File: config.mk
export PLATFORM = sky130hd
export DESIGN_NAME = dirpred_table
export DESIGN_NICKNAME = d
export VERILOG_FILES = /design/src/rtl/dirpred_pkg.sv /design/src/rtl/dirpred_index.sv /design/src/rtl/dirpred_next.sv /design/src/rtl/dirpred_regfile.sv /design/src/rtl/dirpred_table.sv
export SDC_FILE = /design/constraint.sdc
export NUM_CORES = 1
export LEC_CHECK = 0
export ABC_CLOCK_PERIOD_IN_PS = 3300
export BUFFER_PORTS_ARGS = -buffer_cell sky130_fd_sc_hd__buf_2
export CAP_MARGIN = 20
export CORE_ASPECT_RATIO = 0.8
export CORE_MARGIN = 3
export CORE_UTILIZATION = 45
export CTS_CLUSTER_DIAMETER = 150
export DETAILED_ROUTE_END_ITERATION = 16
export GPL_ROUTABILITY_DRIVEN = 0
export RECOVER_POWER = 25
export SETUP_SLACK_MARGIN = 0.4
export SLEW_MARGIN = 0
export SYNTH_ARGS = -nofsm -noshare
export SYNTH_HDL_FRONTEND = slang
export SYNTH_SLANG_ARGS = --single-unit
File: constraint.sdc
create_clock -name clk_i -period 3.3 [get_ports clk_i]
set_input_delay 0.66 -clock clk_i [delete_from_list [all_inputs] [get_ports clk_i]]
set_output_delay 0.66 -clock clk_i [all_outputs]
set_load 0.02 [all_outputs]
File: src/rtl/dirpred_pkg.sv
package dirpred_pkg;

   typedef enum logic [1:0] {
      CTR_STRONG_NT = 2'b00,
      CTR_WEAK_NT   = 2'b01,
      CTR_WEAK_T    = 2'b10,
      CTR_STRONG_T  = 2'b11
   } ctr_t;

   localparam ctr_t CTR_RESET = CTR_WEAK_NT;

   // strong state in the saved direction
   function automatic ctr_t ctr_on_confirm(input ctr_t old);
      return old[1] ? CTR_STRONG_T : CTR_STRONG_NT;
   endfunction

   // weak state; a weak old value flips direction
   function automatic ctr_t ctr_on_redirect(input ctr_t old);
      ctr_t res;
      unique case (old)
         CTR_STRONG_NT: res = CTR_WEAK_NT;
         CTR_WEAK_NT:   res = CTR_WEAK_T;
         CTR_WEAK_T:    res = CTR_WEAK_NT;
         default:       res = CTR_WEAK_T;
      endcase
      return res;
   endfunction

endpackage

File: src/rtl/dirpred_index.sv
module dirpred_index #(
   parameter int PC_W       = 39,
   parameter int ALIGN_BITS = 2,
   parameter int IDX_W      = 6
) (
   input  logic [PC_W-1:0]  pc_i,
   output logic [IDX_W-1:0] idx_o
);
   localparam int TOP_BIT = ALIGN_BITS + IDX_W;

   assign idx_o = pc_i[ALIGN_BITS +: IDX_W];

   generate
      if (ALIGN_BITS > 0) begin : g_low
         logic low_unused;
         assign low_unused = ^pc_i[ALIGN_BITS-1:0];
      end
      if (PC_W > TOP_BIT) begin : g_high
         logic high_unused;
         assign high_unused = ^pc_i[PC_W-1:TOP_BIT];
      end
   endgenerate
endmodule

File: src/rtl/dirpred_next.sv
module dirpred_next
   import dirpred_pkg::*;
(
   input  logic       confirm_i,
   input  logic [1:0] old_i,
   output logic [1:0] new_o
);
   ctr_t old_c;
   assign old_c = ctr_t'(old_i);

   always_comb begin
      if (confirm_i) new_o = ctr_on_confirm(old_c);
      else           new_o = ctr_on_redirect(old_c);
   end
endmodule

File: src/rtl/dirpred_regfile.sv
module dirpred_regfile
   import dirpred_pkg::*;
#(
   parameter int DEPTH = 64,
   parameter int IDX_W = 6
) (
   input  logic               clk_i,
   input  logic               rst_ni,
   input  logic               we_i,
   input  logic [IDX_W-1:0]   widx_i,
   input  logic [1:0]         wdata_i,
   input  logic [IDX_W-1:0]   ridx_i,
   output logic [1:0]         rdata_o,
   output logic [2*DEPTH-1:0] flat_o
);
   ctr_t slot_q [DEPTH];

   genvar g;
   generate
      for (g = 0; g < DEPTH; g++) begin : g_slot
         always_ff @(posedge clk_i) begin
            if (!rst_ni)
               slot_q[g] <= CTR_RESET;
            else if (we_i && (widx_i == IDX_W'(g)))
               slot_q[g] <= ctr_t'(wdata_i);
         end
         assign flat_o[2*g +: 2] = slot_q[g];
      end
   endgenerate

   assign rdata_o = slot_q[ridx_i];
endmodule

File: src/rtl/dirpred_table.sv
module dirpred_table #(
   parameter int PC_W       = 39,
   parameter int ALIGN_BITS = 2,
   parameter int DEPTH      = 64,
   parameter int IDX_W      = $clog2(DEPTH),
   parameter int META_W     = IDX_W + 2
) (
   input  logic              clk_i,
   input  logic              rst_ni,
   input  logic [PC_W-1:0]   lk_pc_i,
   output logic              lk_taken_o,
   output logic [META_W-1:0] lk_meta_o,
   input  logic              fb_valid_i,
   input  logic              fb_confirm_i,
   input  logic [META_W-1:0] fb_meta_i
);
   generate
      if (DEPTH < 2 || (DEPTH & (DEPTH - 1)) != 0) begin : g_bad_depth
         $error("DEPTH must be a power of two, at least 2");
      end
      if (IDX_W != $clog2(DEPTH) || META_W != IDX_W + 2) begin : g_bad_widths
         $error("IDX_W and META_W must follow from DEPTH");
      end
      if (PC_W < ALIGN_BITS + IDX_W) begin : g_bad_pc
         $error("PC_W too narrow for the index field");
      end
   endgenerate

   logic [IDX_W-1:0]   rd_idx;
   logic [1:0]         rd_ctr;
   logic [IDX_W-1:0]   wr_idx;
   logic [1:0]         wr_old;
   logic [1:0]         wr_new;
   logic [2*DEPTH-1:0] ctr_flat;

   dirpred_index #(
      .PC_W(PC_W), .ALIGN_BITS(ALIGN_BITS), .IDX_W(IDX_W)
   ) u_index (
      .pc_i (lk_pc_i),
      .idx_o(rd_idx)
   );

   assign wr_idx = fb_meta_i[META_W-1:2];
   assign wr_old = fb_meta_i[1:0];

   dirpred_next u_next (
      .confirm_i(fb_confirm_i),
      .old_i    (wr_old),
      .new_o    (wr_new)
   );

   dirpred_regfile #(
      .DEPTH(DEPTH), .IDX_W(IDX_W)
   ) u_rf (
      .clk_i  (clk_i),
      .rst_ni (rst_ni),
      .we_i   (fb_valid_i),
      .widx_i (wr_idx),
      .wdata_i(wr_new),
      .ridx_i (rd_idx),
      .rdata_o(rd_ctr),
      .flat_o (ctr_flat)
   );

   assign lk_taken_o = rd_ctr[1];
   assign lk_meta_o  = {rd_idx, rd_ctr};
endmodule

==> reports/summary.json, run 1 <==
{
  "placed_design": {
    "placement.io_buffers": 26,
    "post-place-cells": 683,
    "hpwlAfterDp_um": 11140
  },
  "synthesis": {
    "synth_seq_cells": 128,
    "ys_top_cells_by_count": "edfxtp_1 (128), nand2_1 (85), nor2_1 (84)",
    "netlist_top_cells_area": "edfxtp_1 (62%), mux4_2 (10%), o21ai_0 (5.2%)",
    "mappedNetlistArea_um2": 6222,
    "synth_sequential_area_ratio_pct": 61.77,
    "synth_top_cell_by_area": "edfxtp_1",
    "synth.most_common_cell": "edfxtp_1",
    "syn_inst": 513,
    "synth_enable_flop_cells": 128,
    "yosysWarnings": 0,
    "syn-num-nets": 564,
    "ys_async_sr_fraction_pct": 0,
    "postSynthAreaPerCell_um2": 12.13,
    "post-synth-top-area-fraction_pct": 61.77,
    "synth.distinct_cells": 39,
    "ys.flop_type": "edfxtp_1"
  },
  "worst_setup_path": {
    "crit_arrival_ns": 2.41,
    "crit_path_max_fanout": 12,
    "critPathLaunchType": "primary input",
    "worstSetupPathType": "in -> out",
    "worstSetupEndpointType": "primary output",
    "worst-endpoint-required_ns": 2.64
  },
  "grt": {
    "grtUsageTotal_pct": 23.05,
    "met2_usage_pct": 33.58,
    "grt.busiest_layer": "met1",
    "grt_antenna_before_repair": 0,
    "vias_in_the_first_global_route": 4422,
    "groute.layer.met1.usage_pct": 34.42,
    "grt_max_degree": 65,
    "gr-usage-met3_pct": 5.445,
    "globalRoute.totalOverflow": 0,
    "first_pass_grt_wire_length_um": 25770
  },
  "route": {
    "drt_iter0_markers": 709,
    "wirelength_um": 16410,
    "antenna_nets_post_route": 0,
    "drt_drc_violations_left": 0,
    "routed_length_per_placed_instance_um": 22.79,
    "num_vias": 4396,
    "vias_per_cell": 6.106,
    "detailedRoute.firstPassIterationCount": 6
  },
  "clock_tree": {
    "cts.clk_slew.worst_paths_ns": 0.06,
    "cts_max_level": 4,
    "cts.sink_count": 128,
    "clockRootBuffer": "clkbuf_16",
    "cts_buffer_depth": 2,
    "cts_tree": "yes",
    "cts_made_buffers": 17
  },
  "timing": {
    "max_slew.worst_pin.slew_ns": 1.019,
    "fmax_ghz": 0.3262,
    "rsz0062_at_grt": "true",
    "min_period_over_period_pct": 92.90,
    "final_hold_vios": 0,
    "relative_slew_slack_pct": 31.45,
    "finalMaxSlewViolations": 0,
    "final.min_clock_period_ns": 3.066,
    "setup_viol": 0,
    "setup_total_negative_slack_ns": 0
  },
  "floorplanning": {
    "dieArea_um2": 15280,
    "chipWidth_um": 137.5,
    "core_area_um2": 13190,
    "floorplan.die.height_um": 111.2,
    "initial_core_util_pct": 47.16,
    "num_rows": 37,
    "num_io_pins": 60
  },
  "cells_and_area": {
    "finalNetCount": 583,
    "max_flop_register": "u_rf.slot_q",
    "largestRegisters": "u_rf.slot_q x128",
    "drive_gt1_share_pct": 20.18,
    "areaGrowthSynthToFinish_pct": 15.24,
    "stdcell_count": 720,
    "largest_register_ff_count": 128,
    "antenna-diode-count": 0
  },
  "pwr": {
    "design_internal_power_mw": 3.041,
    "total_power_mw": 3.986,
    "max-vdd-ir-drop_v": 0.0003859,
    "power_per_cell_area_nw_per_um2": 555.8,
    "clk_network_pwr_share_pct": 43.3,
    "switching_power_mw": 0.9444,
    "share_comb_of_total_power_pct": 9.0,
    "power.share.sequential_pct": 47.7,
    "switching_share_pct": 23.70,
    "p_leak_nw": 2.267
  },
  "run_status": {
    "outcome": "finished, final reports clean"
  },
  "flow_run": {
    "max_cap_violations": 0
  },
  "worst_hold_path": {
    "hold_class": "in -> reg"
  }
}
[critical path: stages]
cell and delay [ns]:
clkbuf_1 0.45, and2_1 0.39, a22o_1 0.25, o21ai_1 0.08
a21oi_1 0.19, a211o_1 0.19, buf_2 0.19
[through the flow]
stage	worst slack (ns)	util (%)	instance area, um2	hold WS (ns)
after floorplan	0.4040	-	6232	0.9965
after global placement	0.1439	49.14	6484	1.228
after detailed placement	0.1607	49.14	6484	1.244
after CTS	0.3103	54.25	7158	0.8198
after global routing	0.1537	54.35	7171	0.8879
final	0.2342	54.35	7171	0.8726
[per-layer routing]
layer / up-vias / share of wire (%)
met5: - / 0
met4: 0 / 2.1
met3: 28 / 11
met2: 258 / 46
met1: 2181 / 41
li1: 1929 / -
[final timing paths]
| path | start | slack [ns] | endpoint | cells past startpoint |
|---|---|---|---|---|
| setup / recovery | lk_pc_i[6] | 0.23 | lk_taken_o | 7 |
| hold / removal | fb_meta_i[3] | 0.87 | u_rf.slot_q[44][0] | 3 |
[power by group through the flow]
| stage | Clock [mW] | Combinational, mW | Sequential [mW] |
|---|---|---|---|
| final | 1.73 | 0.359 | 1.90 |
| after global routing | 1.83 | 0.384 | 1.91 |
| after CTS | 1.73 | 0.354 | 1.90 |
| after detailed placement | 0 | 0.328 | 1.93 |
| after global placement | 0 | 0.321 | 1.93 |
| after floorplan | 0 | 0.235 | 1.92 |
[cells in the final DEF, fill, tap and decap left out, drive strengths merged, types with 2 or more instances in the layout]
cell / Yosys / final
a211oi: 2 / 2
a21o: 2 / 2
a21oi: 2 / 2
a22o: 2 / 2
a22oi: 6 / 6
a311oi: 3 / 3
buf: 18 / 40
clkbuf: 29 / 23
clkinv: 0 / 9
clkinvlp: 0 / 5
edfxtp: 128 / 128
mux2i: 5 / 5
mux4: 29 / 29
nand2: 85 / 85
nand2b: 9 / 9
nand3: 9 / 9
nand3b: 4 / 4
nor2: 84 / 84
nor2b: 8 / 8
nor3: 7 / 7
o211ai: 2 / 2
o21ai: 66 / 66
[cells by family (layout without fill, tap and decap cells)]
family	Yosys count	after routing	synth area share, %
and+or+nand+nor	213	213	14.52
DFF	128	128	61.77
AOI/OAI and AO/OA	89	89	8.164
buffers and inverters	48	80	4.001
muxes	35	35	11.54
[layout make-up]
cell class                      instances  area [um2]
Fill cell                            1111        6023
Sequential cell                       128        3844
Multi-Input combinational cell        337        2177
Clock buffer                           17       425.4
Timing Repair Buffer                   47       379.1
Tap cell                              175       219.0
Clock inverter                         15       122.6
Inverter                                1       3.754
[what timing repair did]
action / 4_1_cts / 5_1_grt
endpoints found under the setup margin: 3 / 3
resized for setup: 20 / 4
buffers inserted: 3 / 1
pin swaps: 1 / 3
gates cloned: 1 / 0
hold buffers: 0 / 0
Power figures use the tool's default switching activity.
==> run 2, diff against run 1 <==
CORE_UTILIZATION = 50   (was 45)
MAX_ROUTING_LAYER = met4   (was default)
PLACE_DENSITY = 0.69   (was default)
==> reports/summary.json, run 2 (synthesis results as in run 1) <==
{
  "floorplanning": {
    "num_rows": 35,
    "floorplan.die.height_um": 105.8,
    "chipWidth_um": 130.7,
    "initial_core_util_pct": 52.62,
    "core_area_um2": 11820,
    "dieArea_um2": 13830,
    "num_io_pins": 60
  },
  "worst_setup_path": {
    "worst_path_max_delay_cell": "mux4_2",
    "path_buf_inv": 4,
    "critical-path-top-cell-by-count": "buf_16",
    "crit_family": "compound AO/OA/AOI/OAI gates",
    "worst-endpoint-required_ns": 2.64,
    "critical_path.max_stage_delay_ns": 0.35,
    "worstSetupPathType": "in -> out",
    "timing.critical_path.cells": "buf_16 -> buf_12 -> buf_16 -> mux4_2 -> nand3b_1 -> a41oi_2 -> a311oi_2 -> a311oi_1 -> buf_2",
    "crit_arrival_ns": 2.36,
    "critPathLaunchType": "primary input",
    "worstSetupEndpointType": "primary output",
    "crit_path_max_fanout": 8
  },
  "pwr": {
    "total_power_mw": 4.030,
    "power_per_cell_area_nw_per_um2": 558.5,
    "max-vdd-ir-drop_v": 0.0004832,
    "p_leak_nw": 2.311
  },
  "clock_tree": {
    "cts_buffer_depth": 2,
    "cts_tree": "yes",
    "cts_hold_bufs": 0,
    "clockRootBuffer": "clkbuf_16",
    "cts_max_level": 4,
    "cts_made_buffers": 17,
    "cts.clk_slew.worst_paths_ns": 0.05,
    "cts.sink_count": 128
  },
  "timing": {
    "max_slew.worst_pin.slew_ns": 1.071,
    "fin_ws_ns": 0.2767,
    "relative_slew_slack_pct": 27.97,
    "setup_total_negative_slack_ns": 0,
    "final_hold_vios": 0,
    "min_period_over_period_pct": 91.62,
    "final.min_clock_period_ns": 3.023,
    "rsz0062_at_grt": "true",
    "setup_viol": 0,
    "finalMaxSlewViolations": 0,
    "fmax_ghz": 0.3308
  },
  "grt": {
    "grtUsageTotal_pct": 25.03,
    "first_pass_grt_wire_length_um": 24380,
    "grt_antenna_before_repair": 0,
    "grt_max_degree": 65,
    "globalRoute.totalOverflow": 0,
    "vias_in_the_first_global_route": 4435
  },
  "cells_and_area": {
    "antenna-diode-count": 0,
    "largest_register_ff_count": 128,
    "areaGrowthSynthToFinish_pct": 15.99,
    "most_common_cell_after_layout_fill_and_taps_aside": "edfxtp_1",
    "max_flop_register": "u_rf.slot_q",
    "layout.core_utilization_pct": 61.04,
    "drive_gt1_share_pct": 18.28,
    "fillCellCount": 926,
    "largestRegisters": "u_rf.slot_q x128",
    "finalNetCount": 585,
    "final_cell_mix": "edfxtp_1 (128), nand2_1 (85), nor2_1 (84)"
  },
  "run_status": {
    "outcome": "finished, final reports clean"
  },
  "placed_design": {
    "worst_setup_slack_before_clock_tree_synthesis_ns": 0.1503,
    "hpwlAfterDp_um": 10410,
    "placement.io_buffers": 26
  },
  "route": {
    "wirelength_um": 16510,
    "routed_length_per_placed_instance_um": 23.76,
    "drt_drc_violations_left": 0,
    "drt_iter0_markers": 727,
    "num_vias": 4491,
    "detailedRoute.firstPassIterationCount": 5,
    "vias_per_cell": 6.462,
    "antenna_nets_post_route": 0
  },
  "worst_hold_path": {
    "hold_class": "in -> reg"
  },
  "flow_run": {
    "max_cap_violations": 0
  }
}
run 2: routing by layer:
| layer | vias up | global-route usage, % | share of wire (%) |
|---|---|---|---|
| li1 | 1927 | - | - |
| met4 | 0 | 8.150 | 2.2 |
| met2 | 315 | 37.47 | 47 |
| met3 | 32 | 5.471 | 10 |
| met1 | 2217 | 34.32 | 41 |
| met5 | - | - | 0 |
run 2: layout make-up:
cell class / count / area [um2] / area share, %
flip-flops and latches: 128 / 3844 / 53.26
well taps: 148 / 185.2 / 2.566
inverters: 1 / 3.754 / 0.05201
repair buffers: 49 / 467.9 / 6.484
clock buffers: 23 / 447.9 / 6.207
multi-input cells: 337 / 2177 / 30.17
clock inverters: 9 / 91.34 / 1.266
run 2: worst paths after layout:
| check | from | to | depth (start not counted) |
|---|---|---|---|
| worst max-delay path | lk_pc_i[2] | lk_meta_o[0] | 9 |
| worst min-delay path | fb_meta_i[2] | u_rf.slot_q[20][0] | 3 |
run 2: repair_timing:
item,4_1_cts,5_1_grt
setup endpoints to repair,3,3
pin swaps,5,3
gates resized for setup,16,6
buffers inserted,2,2
gates cloned,3,1
run 2: power by group:
group | internal (mW) | switching, mW
sequential | 1.87 | 0.0266
combinational | 0.155 | 0.221
clock | 1.10 | 0.657
run 2: stage by stage:
step	area [um2]	hold WS, ns	instances
CTS	7156	0.8282	692
floorplan	6232	0.9965	513
finish	7217	0.8460	695
detailed placement	6442	1.260	655
global route	7217	0.8725	695
global placement	6442	1.243	655
